$ cat src/rtl/timer_bank_pkg.sv
package timer_bank_pkg;
  // Bit positions inside the 32-bit register words.
  localparam int CtlEnableBit   = 31;
  localparam int CtlRepeatBit   = 30;
  localparam int StsPendingBit  = 30;
  localparam int ClrPendingBit  = 30;
  localparam int ChanStrideLog2 = 3;   // 8-byte spacing between channels

  // Strobes from the register decode to one channel datapath.
  typedef struct packed {
    logic loadCtl;    // control word written this cycle
    logic clearPend;  // status word written with the clear bit set
  } chanStrobe_t;
endpackage

$ cat src/rtl/timer_ctrl.sv
module timer_ctrl
  import timer_bank_pkg::*;
#(
  parameter int NUM_CH = 4,
  parameter int ADDR_W = 8,
  parameter int CNT_W  = 29
) (
  input  logic              clk,
  input  logic              rstN,
  input  logic              wrEn,
  input  logic [ADDR_W-1:0] addr,
  input  logic [31:0]       wrData,
  input  logic              chEnable [NUM_CH],
  input  logic              chRepeat [NUM_CH],
  input  logic [CNT_W-1:0]  chReload [NUM_CH],
  input  logic [CNT_W-1:0]  chCount  [NUM_CH],
  input  logic              chPend   [NUM_CH],
  output chanStrobe_t       strobe   [NUM_CH],
  output logic              ldEnable,
  output logic              ldRepeat,
  output logic [CNT_W-1:0]  ldValue,
  output logic [31:0]       rdData
);
  localparam int SEL_W = ADDR_W - ChanStrideLog2;

  logic [SEL_W-1:0]  chanSel;
  logic              isStatus;
  logic [NUM_CH-1:0] match;
  logic [NUM_CH-1:0] loadVec;
  logic [NUM_CH-1:0] clearVec;

  assign chanSel  = addr[ADDR_W-1:ChanStrideLog2];
  assign isStatus = addr[2];

  // Control-word fields are broadcast; only the strobed channel takes them.
  assign ldEnable = wrData[CtlEnableBit];
  assign ldRepeat = wrData[CtlRepeatBit];
  assign ldValue  = wrData[CNT_W-1:0];

  for (genvar c = 0; c < NUM_CH; c++) begin : g_decode
    localparam logic [SEL_W-1:0] MySel = SEL_W'(c);
    assign match[c]            = (chanSel == MySel);
    assign loadVec[c]          = wrEn && match[c] && !isStatus;
    assign clearVec[c]         = wrEn && match[c] && isStatus && wrData[ClrPendingBit];
    assign strobe[c].loadCtl   = loadVec[c];
    assign strobe[c].clearPend = clearVec[c];
  end

  always_comb begin
    rdData = '0;
    for (int c = 0; c < NUM_CH; c++) begin
      if (match[c]) begin
        if (isStatus) begin
          rdData[CNT_W-1:0]    = chCount[c];
          rdData[StsPendingBit] = chPend[c];
        end else begin
          rdData[CNT_W-1:0]   = chReload[c];
          rdData[CtlEnableBit] = chEnable[c];
          rdData[CtlRepeatBit] = chRepeat[c];
        end
      end
    end
  end

  // a write never reaches more than one channel
  assert_single_target_R11: assert property (@(posedge clk) disable iff (!rstN)
    $onehot0(loadVec | clearVec));

  // an address outside the bank reads as zero
  assert_unmapped_zero_R11: assert property (@(posedge clk) disable iff (!rstN)
    (match == '0) |-> (rdData == 32'd0));
endmodule

$ cat src/rtl/timer_chan.sv
module timer_chan
  import timer_bank_pkg::*;
#(
  parameter int CNT_W = 29
) (
  input  logic             clk,
  input  logic             rstN,
  input  logic             usTick,
  input  chanStrobe_t      strobe,
  input  logic             ldEnable,
  input  logic             ldRepeat,
  input  logic [CNT_W-1:0] ldValue,
  output logic             enable,
  output logic             repeatMode,
  output logic [CNT_W-1:0] reload,
  output logic [CNT_W-1:0] count,
  output logic             pending
);
  logic tickNow;
  logic expire;

  assign tickNow = enable && usTick && !strobe.loadCtl;
  assign expire  = tickNow && (count == '0);

  always_ff @(posedge clk) begin
    if (!rstN) begin
      enable     <= 1'b0;
      repeatMode <= 1'b0;
      reload     <= '0;
      count      <= '0;
    end else if (strobe.loadCtl) begin
      enable     <= ldEnable;
      repeatMode <= ldRepeat;
      reload     <= ldValue;
      count      <= ldValue;
    end else if (tickNow) begin
      if (count == '0) begin
        if (repeatMode) count <= reload;
        else            enable <= 1'b0;
      end else begin
        count <= count - CNT_W'(1);
      end
    end
  end

  // Expiry outranks a clear arriving on the same edge.
  always_ff @(posedge clk) begin
    if (!rstN)                 pending <= 1'b0;
    else if (expire)           pending <= 1'b1;
    else if (strobe.clearPend) pending <= 1'b0;
  end

  assert_hold_no_tick_R4: assert property (@(posedge clk) disable iff (!rstN)
    (!usTick && !strobe.loadCtl) |=> $stable(count));

  assert_step_down_R4: assert property (@(posedge clk) disable iff (!rstN)
    (enable && usTick && !strobe.loadCtl && count != '0)
      |=> (count == $past(count) - CNT_W'(1)));

  assert_oneshot_stop_R5: assert property (@(posedge clk) disable iff (!rstN)
    (enable && !repeatMode && usTick && !strobe.loadCtl && count == '0)
      |=> (!enable && count == '0 && pending));

  assert_repeat_reload_R6: assert property (@(posedge clk) disable iff (!rstN)
    (enable && repeatMode && usTick && !strobe.loadCtl && count == '0)
      |=> (enable && count == $past(reload) && pending));

  assert_pending_sticky_R7: assert property (@(posedge clk) disable iff (!rstN)
    (pending && !strobe.clearPend) |=> pending);

  assert_restart_R9: assert property (@(posedge clk) disable iff (!rstN)
    strobe.loadCtl |=> (count == $past(ldValue) && enable == $past(ldEnable)));
endmodule

$ cat src/rtl/timer_bank.sv
module timer_bank
  import timer_bank_pkg::*;
#(
  parameter int NUM_CH = 4,
  parameter int ADDR_W = 8,
  parameter int CNT_W  = 29
) (
  input  logic              clk,
  input  logic              rstN,
  input  logic              usTick,
  input  logic              wrEn,
  input  logic [ADDR_W-1:0] addr,
  input  logic [31:0]       wrData,
  output logic [31:0]       rdData,
  output logic [NUM_CH-1:0] irq
);
  chanStrobe_t      strobe   [NUM_CH];
  logic             chEnable [NUM_CH];
  logic             chRepeat [NUM_CH];
  logic [CNT_W-1:0] chReload [NUM_CH];
  logic [CNT_W-1:0] chCount  [NUM_CH];
  logic             chPend   [NUM_CH];
  logic             ldEnable;
  logic             ldRepeat;
  logic [CNT_W-1:0] ldValue;

  timer_ctrl #(.NUM_CH(NUM_CH), .ADDR_W(ADDR_W), .CNT_W(CNT_W)) u_ctrl (
    .clk      (clk),
    .rstN     (rstN),
    .wrEn     (wrEn),
    .addr     (addr),
    .wrData   (wrData),
    .chEnable (chEnable),
    .chRepeat (chRepeat),
    .chReload (chReload),
    .chCount  (chCount),
    .chPend   (chPend),
    .strobe   (strobe),
    .ldEnable (ldEnable),
    .ldRepeat (ldRepeat),
    .ldValue  (ldValue),
    .rdData   (rdData)
  );

  for (genvar c = 0; c < NUM_CH; c++) begin : g_chan
    timer_chan #(.CNT_W(CNT_W)) u_chan (
      .clk        (clk),
      .rstN       (rstN),
      .usTick     (usTick),
      .strobe     (strobe[c]),
      .ldEnable   (ldEnable),
      .ldRepeat   (ldRepeat),
      .ldValue    (ldValue),
      .enable     (chEnable[c]),
      .repeatMode (chRepeat[c]),
      .reload     (chReload[c]),
      .count      (chCount[c]),
      .pending    (chPend[c])
    );
    assign irq[c] = chPend[c];
  end
endmodule

$ cat config.mk
export PLATFORM = sky130hd
export DESIGN_NAME = timer_bank
export DESIGN_NICKNAME = d
export VERILOG_FILES = /design/src/rtl/timer_bank_pkg.sv /design/src/rtl/timer_ctrl.sv /design/src/rtl/timer_chan.sv /design/src/rtl/timer_bank.sv
export SDC_FILE = /design/constraint.sdc
export NUM_CORES = 1
export LEC_CHECK = 0
export ABC_AREA = 1
export BUFFER_PORTS_ARGS = -buffer_cell sky130_fd_sc_hd__buf_2
export CAP_MARGIN = 20
export CORE_MARGIN = 2
export CORE_UTILIZATION = 40
export CTS_BUF_LIST = sky130_fd_sc_hd__clkbuf_2 sky130_fd_sc_hd__clkbuf_4 sky130_fd_sc_hd__clkbuf_8
export DETAILED_ROUTE_END_ITERATION = 7
export SLEW_MARGIN = 20
export SYNTH_ARGS = -nofsm -noshare
export SYNTH_HDL_FRONTEND = slang
export SYNTH_HIERARCHICAL = 1
export SYNTH_SLANG_ARGS = --single-unit
$ cat constraint.sdc
create_clock -name clk -period 2.25 [get_ports clk]
set_input_delay 0.45 -clock clk [delete_from_list [all_inputs] [get_ports clk]]
set_output_delay 0.45 -clock clk [all_outputs]
set_load 0.02 [all_outputs]
* After elaboration in Yosys (flattened, before gate mapping) *
Index checks and enable logic that the tools add are counted.

operators by class
  $add $sub $neg = 4
  eq/ne operators = 11
  muxes and demuxes = 60
  reductions and logical operators = 58

operator list
  kind                                                   count
  2-to-1 mux 29 bit                                      24
  logical NOT 29 bit                                     4
  subtractor 29 x 1 -> 29 bit, second input constant     4
  2-to-1 mux 1 bit                                       32
  logical AND 1 bit                                      28
  nonzero test 2 bit                                     12
  inequality test 3 x 1 -> 1 bit, second input constant  4
  AND reduction 3 bit                                    4
  == test 5 x 2 -> 1 bit, second input constant          2
  2-to-1 mux 2 bit                                       4
  inequality test 2 x 1 -> 1 bit, second input constant  4
  AND reduction 2 bit                                    4
  == test 5 x 1 -> 1 bit, second input constant          1
  logical NOT 1 bit                                      5
  logical NOT 5 bit                                      1

storage, ports and cells
  bits in registers = 244
  output and inout port bits = 36
  word-level logic and storage cells = 153

* Depth between registers and ports, before layout *
Gate-level depths: netlist of the first run.

  depth after elaboration = 8
  gate-level depth with buffers = 14

* Modules after synthesis *
The synthesis of the first run kept the hierarchy.

by module, submodules not included
  module      times used  cells an instance  area each (sq um)
  timer_chan  4           571                3601.0
  timer_ctrl  1           630                2856.5

* Least setup slack after synthesis of the first run *
Ideal clock, no wire load.

  kind = input to register
  start = input port addr[6]
  end = register g_chan[2].u_chan.count[16]
  library setup time = 0.117 ns
  arrival = 1.947 ns
  data required time = 2.133 ns
  setup slack = 0.186 ns
  cell stages on the path = 14
  cells stage by stage = inv_1 -> nand2_1 -> nor2_4 -> nand2_1 -> nor3_1 -> buf_2 -> clkinv_1 -> clkbuf_1 -> nand2_1 -> inv_1 -> nand4_1 -> nand3_1 -> nor2_1 -> nor2_1

RTL lines
  what                  line              RTL
  start, declared       timer_bank.sv:12  input logic [ADDR_W-1:0] addr,
  end signal, assigned  timer_chan.sv:35  count <= ldValue;
  end signal, assigned  timer_chan.sv:38  if (repeatMode) count <= reload;
  end signal, assigned  timer_chan.sv:41  count <= count - CNT_W'(1);
  end, declared         timer_chan.sv:16  output logic [CNT_W-1:0] count,

* Final worst setup path of the first run *
  start = input port addr[2]
  end = output port rdData[7]

on the way
  cells in the longest elaborated chain, start to end = 5
  elaborated cells between the ends (all ways) = 8

ends and longest elaborated chain
  what                             line              RTL
  2-to-1 mux 29 bit                timer_ctrl.sv:53  if (isStatus) begin
  2-to-1 mux 29 bit (3 in series)  timer_ctrl.sv:52  if (match[c]) begin
  2-to-1 mux 29 bit (*)            timer_ctrl.sv:52
  end, declared                    timer_bank.sv:14  output logic [31:0] rdData,

Every way passes the cells marked *; elsewhere a longest branch is shown, timed or not.

==> run metrics, run 1 <==
status=finished, final reports clean; Post-Place Worst Slack=-0.0428 ns; antenna violations before repair=5; Tcrit/Tclk final=0.993; Pwr Density=between 400 and 500 nW/µm²; TritonCTS Buffers=47; top cells by area, synth=dfxtp_1 (28%), nand2_1 (24%), nor2_1 (7.6%), nand3_1 (6.8%), a21oi_1 (5.9%); P&R area growth vs syn=16.9%; top cell type's share of synthesized area=0.283; Compound-Gate Fraction of Synth Area=0.110; Setup WS post-layout=0.0164 ns; Tmin final=between 2 and 2.5 ns; First-pass DRT Iterations=6; nets=3,089; number of remaining DRC errors=0; starting density of the core=0.403; # clock sinks=244; Slew @ Worst Pin=roughly 0.77 ns; number of global-route vias before repair=18,700; Max Clock Skew=0.0191 ns; clk_lat worst skew=around 0.64 ns; f_max=448 MHz; design area=20,200 µm²; most frequent cell after synthesis=nand2_1; Max clock buf depth=3; Max-Cap Viols=0; H-tree depth=2; syn nets=2,962; die span in x=212 µm; hpwl dp=~53,000 µm; EDFF count, synth=0; final setup vio count=0; share of cells above drive strength 1=0.185; Clk pin slew, worst setup/hold paths=0.06 ns; FFs w/ async S/R, synth=0; flop2flop setup slack=0.22 ns; Ys Warns=6; RD Place Congestion=1.00; final hold vios=0; first-pass GRT wire length=110,000 µm; IO Port Bufs=75; Worst setup SP type=primary input; top cell type by total area after synthesis=dfxtp_1; R2R depth=10; LEAKAGE=~11 nW; largest family of logic cells by synthesized area=simple AND/OR/NAND/NOR gates; row count=76; register area share after synthesis=0.283; CP endpoint kind=output pin; final WL=72,800 µm; post-synthesis simple-gate area fraction=0.476; wire per inst=20.1 µm; reg-to-reg critical path startpoint=g_chan[3].u_chan/count[0]; Post-Syn Area=17,300 µm²; clk root buf=clkbuf_8; synthesized instance count=2,914; Hold Worst Slack=0.161 ns; via count=~20,000; Worst Hold End=g_chan[2].u_chan/count[26]; commonest cells in the netlist=nand2_1 (1,115), nor2_1 (351), dfxtp_1 (244); CTS tree=yes; Max VDD drop=slightly above 400 µV; hold depth=3; WP data required=1.80 ns; Slew Limit Fails=0; Worst EP arrival=~1.8 ns; largest net degree at the start of global routing=between 40 and 50; I/O pin cnt=80; Mean Syn Cell Area=5.92 µm²; mux cell area share after synthesis=0; Yosys reg bits=244; reg2reg end=g_chan[3].u_chan/count[9]; GRT Util Overall=0.322; ANT nets after route=0; Core ar.=about 43,000 µm²; critical path peak fanout=25; Chip Height=212 µm; Area after DPL=18,800 µm²; relative slew slack=0.489; Top FF cell, synth=dfxtp_1; total die area=44,800 µm²; grt total ovfl=0; Post-Synth XOR/XNOR Area=0.0183; drt initial violations=2,242; Post-Synth Adder-Cell Area=0.00290; Setup CP Type=primary input to output pin; worst hold path class=primary input to flop; worst hold path startpoint=rstN; Netlist cell types=34; Vias/cell=5.56
through the flow:
step	utilization	setup TNS (ns)	instances	power [mW]
floorplan	-	0	2914	4.78
global placement	0.440	-0.0328	3536	5.08
detailed placement	0.440	-0.0718	3536	5.08
CTS	0.465	-0.0631	3618	9.95
global route	0.471	-0.0131	3620	10.2
finish	0.471	0	3622	9.93
flip-flops by register name, indices dropped and copies added (netlist names):
register and cells:
g_chan.u_chan/enable 4, g_chan.u_chan/pending 4, g_chan.u_chan/reload 116, g_chan.u_chan/repeatMode 4, g_chan.u_chan/count 116
per-layer routing:
| metal | part of all wire | GRT usage |
|---|---|---|
| met1 | 0.42 | 0.428 |
| met3 | 0.12 | 0.0979 |
| met5 | 0.00054 | 0 |
| met2 | 0.42 | 0.484 |
| met4 | 0.043 | 0.128 |
final cells by class:
type | instances | area [µm²]
fillers | 4530 | 22600
multi-input cells | 2278 | 10700
flip-flops and latches | 244 | 4940
repair buffers | 245 | 2010
clock buffers | 76 | 940
inverters | 225 | 847
well taps | 546 | 683
clock inverters | 6 | 61.3
diodes | 2 | 5.00
power breakdown:
part | internal [mW] | switching [mW]
combinational | 0.181 | 0.521
sequential | 4.33 | 0.00652
clock | 2.74 | 2.15
total | 7.25 | 2.68
how the worst max path moves through the flow:
stage	depth (start not counted)	slack, ns	end	start
floorplan	14	0.19	g_chan[2].u_chan/count[16]	addr[6]
global placement	9	-0.03	rdData[18]	addr[2]
detailed placement	9	-0.04	rdData[18]	addr[2]
CTS	6	-0.06	rdData[18]	g_chan[2].u_chan/count[18]
global route	8	-0.01	rdData[18]	addr[3]
finish	7	0.02	rdData[7]	addr[2]
layout by cell type, fill, tap and decap left out, drive strengths merged, types with 2 or more instances in the layout:
cell type and count:
nand2 1143, nor2 379, nand3 263, dfxtp 244
buf 243, a21oi 232, inv 210, o21ai 96
nand4 83, clkbuf 78, xnor2 20, or2 20
clkinv 19, xor2 16, nor3 8, a21boi 4
o21bai 4, o22ai 4, ha 4, diode 2
cell families after synthesis:
group                      after synthesis
adders and majority gates                4
and+or+nand+nor                       1897
other                                    1
AOI/OAI and AO/OA                      340
xor gates and xnor gates                36
DFF                                    244
buffers and inverters                  392
critical path, stage by stage:
cell     delay, ns
buf_4         0.19
buf_4         0.34
nand2_1       0.13
nand2_2       0.18
nand3_1       0.12
nand4_1       0.15
buf_2         0.19
timing repair:
action                                  in CTS  in global routing
pin swaps                                    3                 14
setup buffers                                0                  0
gates cloned                                 0                  2
endpoints found under the setup margin      21                 30
gates resized for setup                     35                 80
hold buffers                                 0                  0
No activity file was read; power rests on OpenSTA's default activity.
==> run 2, diff against run 1 <==
Clock period 2.25 ns to 2.8 ns, I/O delays scaled along.
==> run 2 against run 1 <==
Effect of this change:
- critical path type unchanged
- highest routed layer unchanged
- first-iteration DRC count rose by 5.9%
- sequential power fell by 20%
- combinational power is 29% lower
- via count is 3.0% lower
- routed wire length shrank 2.4%
- clock-buffer cell count is 7 lower
- register-to-register slack improved by 0.25 ns
- largest power group unchanged
- die area unchanged
- critical path depth is 2 higher
- clock skew grew 0.0099 ns
- non-clock buffer count is 113 lower
==> run metrics, run 2 (same netlist as run 1, synthesis figures left out) <==
status=finished, final reports clean; LEAKAGE=9.99 nW (-6.5%); GRT Util Overall=0.318 (-0.00421); hold_buf cts=0 (unchanged); drt initial violations=2,375 (+5.9%); Hold Worst Slack=0.257 ns (+0.0962 ns); clk root buf=clkbuf_8; P&R area growth vs syn=8.95%; Seq pwr share=0.458 (+0.021); Post-Place Worst Slack=0.232 ns (+0.275 ns); ANT nets after route=0 (unchanged); I/O pin cnt=80 (unchanged); largest net degree at the start of global routing=79 (+68%); grt peak-use layer=met2; max incr delay on CP=0.30 ns (-0.04 ns); f_max=390 MHz; Sw Pwr=2.09 mW (-22%); CP endpoint kind=output pin; Clock Power Share=0.477 (-0.015); RSZ-0062 raised after global routing=no; worst hold path class=primary input to flop; setup_tns=0 ns (unchanged); Clk pin slew, worst setup/hold paths=0.06 ns (about the same); final hold vios=0 (unchanged); GR Util met1=0.437 (+0.00853); clk_lat worst skew=0.66 ns (+0.02 ns); number of global-route vias before repair=18,200 (-2.4%); most frequent cells in the layout=nand2_1 (1,115), nor2_1 (351), dfxtp_1 (244); Max clock buf depth=3 (unchanged); switching part of the total power=0.274 (+0.00446); critical path peak fanout=64 (+160%); CP cell instances=buf_4, clkinv_2, buf_12, buf_4, nand2_1, nand2_1, nand3_1, nand4_1, buf_2; R2R depth=11 (+1); total power=7.62 mW (-23%); first-pass GRT wire length=108,000 µm (-1.6%); hold depth=3 (unchanged); Slew @ Worst Pin=0.769 ns (+0.00304 ns); hpwl dp=50,900 µm (-4.5%); Setup CP Type=primary input to output pin; number of remaining DRC errors=0 (unchanged); CTS tree=yes; Vias/cell=5.58 (+0.34%); met2 Track Usage GR=0.480 (-0.00420); Chip Height=212 µm (unchanged); post-CTS setup buffers=0 (unchanged); First-pass DRT Iterations=6 (unchanged); wire per inst=20.3 µm (+0.95%); Tcrit/Tclk final=0.916; # clock sinks=244 (unchanged); post-cts resize count=0 (-100%); Tmin final=2.56 ns; met3 GRT Util=0.0660 (-0.0319); share of cells above drive strength 1=0.124 (-0.0616); flop2flop setup slack=0.47 ns (+0.25 ns); Int Pwr=5.53 mW (-24%); H-tree depth=2 (unchanged); RD Place Congestion=0.960 (-4.4%); Pwr Density=405 nW/µm² (-18%); final WL=71,100 µm (-2.4%); Worst setup SP type=primary input; Slew Limit Fails=0 (unchanged); final setup vio count=0 (unchanged); via count=19,600 (-3.0%); total die area=44,800 µm² (unchanged); starting density of the core=0.403 (unchanged); Max VDD drop=287 µV (-30%); grt total ovfl=0 (unchanged); nets=2,976 (-3.7%); relative slew slack=0.486 (-0.00203); die span in x=212 µm (unchanged); WP data required=2.24 ns (+0.44 ns); Worst EP arrival=2.00 ns (+0.22 ns); Setup WS post-layout=0.236 ns (+0.220 ns); TritonCTS Buffers=47 (unchanged); slowest CP cell=buf_12; Largest regs=g_chan.u_chan/count (116), g_chan.u_chan/reload (116); IO Port Bufs=75 (unchanged); Max-Cap Viols=0 (unchanged); row count=76 (unchanged); Max Clock Skew=0.0289 ns (+0.00988 ns); combinational power share=0.065 (-0.006); antenna violations before repair=3 (-2); Core ar.=42,800 µm² (unchanged); most common cell after layout, fill and taps aside=nand2_1
## run 2: cell types whose count changed in the layout (fill, tap and decap cells not counted), sizes merged
cell    before  now
diode        2    1
bufinv       1    0
clkinv      19   22
clkbuf      78   69
inv        210  209
buf        243  132
## run 2: path summary, 6_finish.rpt
path                         startpoint                          to
max reg2reg   g_chan[3].u_chan/count[0]   g_chan[3].u_chan/count[4]
min                          wrData[31]     g_chan[3].u_chan/enable
max                             addr[2]                  rdData[20]
min reg2reg  g_chan[2].u_chan/reload[8]  g_chan[2].u_chan/reload[8]
## run 2: layout make-up
type	count	area, µm²
Tap cell	546	683
Timing Repair Buffer	132	958
Multi-Input combinational cell	2278	10500
Clock inverter	7	41.3
Clock buffer	69	862
Inverter	225	846
Antenna cell	1	2.50
Sequential cell	244	4880
Fill cell	4686	24000
## run 2: worst max-delay path, delay by kind of cell
family                 cells  cell delay [ns]
buffers and inverters      5             0.98
and+or+nand+nor            4             0.39
## run 2: metal layers
metal	part of all wire	up-vias
li1	-	9265
met1	0.43	9160
met2	0.42	964
met3	0.11	158
met4	0.041	4
met5	0.00037	-
## run 2: stage by stage
| step | cell area [µm²] | util | instances |
|---|---|---|---|
| after floorplan | 17300 | - | 2914 |
| after global placement | 17900 | 0.418 | 3425 |
| after detailed placement | 17900 | 0.418 | 3425 |
| after CTS | 18800 | 0.439 | 3501 |
| after global routing | 18800 | 0.439 | 3501 |
| final | 18800 | 0.439 | 3502 |
## run 2: power groups by stage
stage               Sequential, mW  Clock [mW]  Combinational (mW)
global placement              3.56           0               0.474
detailed placement            3.56           0               0.475
global route                  3.49        3.83               0.508
floorplan                     3.56           0               0.284
CTS                           3.49        3.69               0.476
finish                        3.49        3.63               0.496
==> run 3, diff against run 2 <==
Clock period 2.8 ns to 2.75 ns, I/O delays scaled along.
==> run 3 against run 2 <==
Effect of this change:
- sequential share of layout area shrank 0.44 points
- first-iteration DRC count shrank 1.6%
- highest routed layer unchanged
- routed wire length grew 1.3%
- non-clock buffer count grew 15
- sequential power grew 2%
- cell area grew 1.7%
- cell count grew 0.71%
- setup slack lost 0.032 ns
- core utilization grew 0.75 points
- register-to-register slack lost 0.11 ns
- critical path type unchanged
==> run metrics, run 3 (same netlist as run 1, synthesis figures left out) <==
RSZ-0062 raised after global routing=no; Setup WS post-layout=0.205 ns (-0.0318 ns); clk_lat worst skew=0.68 ns (+0.02 ns); LEAKAGE=10.2 nW (+1.7%); Clk pin slew, worst setup/hold paths=0.07 ns (about the same); WP data required=2.20 ns (-0.04 ns); Vias/cell=5.53 (-0.91%); switching part of the total power=0.274 (about the same); total die area=44,800 µm² (unchanged); number of remaining DRC errors=0 (unchanged); most frequent cells in the layout=nand2_1 (1,115), nor2_1 (351), dfxtp_1 (244); final setup vio count=0 (unchanged); first-pass GRT wire length=108,000 µm (+0.28%); die span in x=212 µm (unchanged); ANT nets after route=0 (unchanged); Pwr Density=426 nW/µm² (+5.3%); Worst setup SP type=primary input; Setup CP Type=primary input to output pin; final WL=72,000 µm (+1.3%); wire per inst=20.4 µm (+0.56%); worst hold path class=primary input to flop; row count=76 (unchanged); TritonCTS Buffers=48 (+2.1%); GRT Util Overall=0.319 (+0.00194); Buf+Inv Stages, Crit Path=4 (-1); final hold vios=0 (unchanged); Tmin final=2.55 ns; status=finished, final reports clean; hold_buf cts=0 (unchanged); hpwl dp=52,400 µm (+3.0%); Slew Limit Fails=0 (unchanged); Max clock buf depth=3 (unchanged); P&R area growth vs syn=10.8%; # clock sinks=244 (unchanged); RD Place Congestion=0.962 (+0.22%); slowest CP cell=buf_12; CP endpoint kind=output pin; Clock Power Share=0.500 (+0.023); CTS tree=yes; antenna violations before repair=1 (-2); First-pass DRT Iterations=6 (unchanged); CP cell instances=buf_4, buf_12, buf_4, nand2_1, nand2_1, nand3_1, nand4_1, buf_2; Seq pwr share=0.435 (-0.023); Slew @ Worst Pin=0.665 ns (-0.104 ns); Max Clock Skew=0.0457 ns (+0.0168 ns); combinational power share=0.065 (about the same); IO Port Bufs=75 (unchanged); H-tree depth=2 (unchanged); starting density of the core=0.403 (unchanged); number of global-route vias before repair=17,600 (-3.2%); relative slew slack=0.557 (+0.0701); Max VDD drop=317 µV (+10%); Chip Height=212 µm (unchanged); Sw Pwr=2.23 mW (+7.0%); post-cts resize count=0 (unchanged); I/O pin cnt=80 (unchanged); f_max=393 MHz; Tcrit/Tclk final=0.926; Core ar.=42,800 µm² (unchanged); setup_tns=0 ns (unchanged); grt total ovfl=0 (unchanged); Max-Cap Viols=0 (unchanged); Post-Place Worst Slack=0.147 ns (-0.0852 ns); clk root buf=clkbuf_8; Largest regs=g_chan.u_chan/count (116), g_chan.u_chan/reload (116); drt initial violations=2,337 (-1.6%); nets=2,992 (+0.54%); critical path peak fanout=33 (-48%); Int Pwr=5.92 mW (+7.1%); largest net degree at the start of global routing=54 (-32%); Top delay family on crit path=buffers and inverters; Worst EP arrival=2.00 ns (about the same); share of cells above drive strength 1=0.131 (+0.00706); max incr delay on CP=0.23 ns (-0.07 ns); via count=19,500 (-0.20%); post-CTS setup buffers=0 (unchanged); most common cell after layout, fill and taps aside=nand2_1
==> run 3: worst paths after layout <==
kind	startpoint	end	slack (ns)	depth (start not counted)
max	addr[2]	rdData[11]	0.20	8
min	wrData[30]	g_chan[2].u_chan/repeatMode	0.24	3
max reg2reg	g_chan[2].u_chan/count[0]	g_chan[2].u_chan/count[9]	0.36	10
min reg2reg	g_chan[2].u_chan/reload[4]	g_chan[2].u_chan/reload[4]	0.48	2
==> run 3: stage by stage <==
step	hold WS, ns	util	power, mW	instance area, µm²	cells
4_1_cts	0.204	0.447	8.20	19100	3525
3_3_place_gp	0.464	0.423	4.13	18100	3440
2_1_floorplan	0.454	-	3.91	17300	2914
6_report	0.238	0.447	8.16	19100	3527
3_5_place_dp	0.469	0.423	4.13	18100	3440
5_1_grt	0.225	0.447	8.39	19100	3525
==> run 3: routing by layer <==
metal / share of wire / up-vias / track usage
met2: 0.43 / 901 / 0.484
met4: 0.028 / 2 / 0.0937
li1: - / 9331 / -
met5: 0.00017 / - / 0
met3: 0.095 / 121 / 0.0587
met1: 0.45 / 9157 / 0.459
==> run 3: layout make-up <==
cell class | instances | area, µm²
Timing Repair Buffer | 147 | 1150
Tap cell | 546 | 683
Antenna cell | 2 | 5.00
Inverter | 225 | 846
Sequential cell | 244 | 4880
Fill cell | 4637 | 23700
Clock inverter | 7 | 56.3
Multi-Input combinational cell | 2278 | 10500
Clock buffer | 78 | 980
==> run 3: power by group through the flow <==
| stage | combinational (mW) | clock [mW] | sequential, mW |
|---|---|---|---|
| after floorplan | 0.289 | 0 | 3.62 |
| after global placement | 0.506 | 0 | 3.63 |
| after detailed placement | 0.506 | 0 | 3.63 |
| after CTS | 0.507 | 4.14 | 3.55 |
| after global routing | 0.538 | 4.30 | 3.55 |
| final | 0.528 | 4.08 | 3.55 |
==> run 3: tightest hold or removal path: cells and delay by family <==
family	cells	cell delay (ns)
buffers and inverters	1	0.17
AOI/OAI and AO/OA	1	0.06
and+or+nand+nor	1	0.09
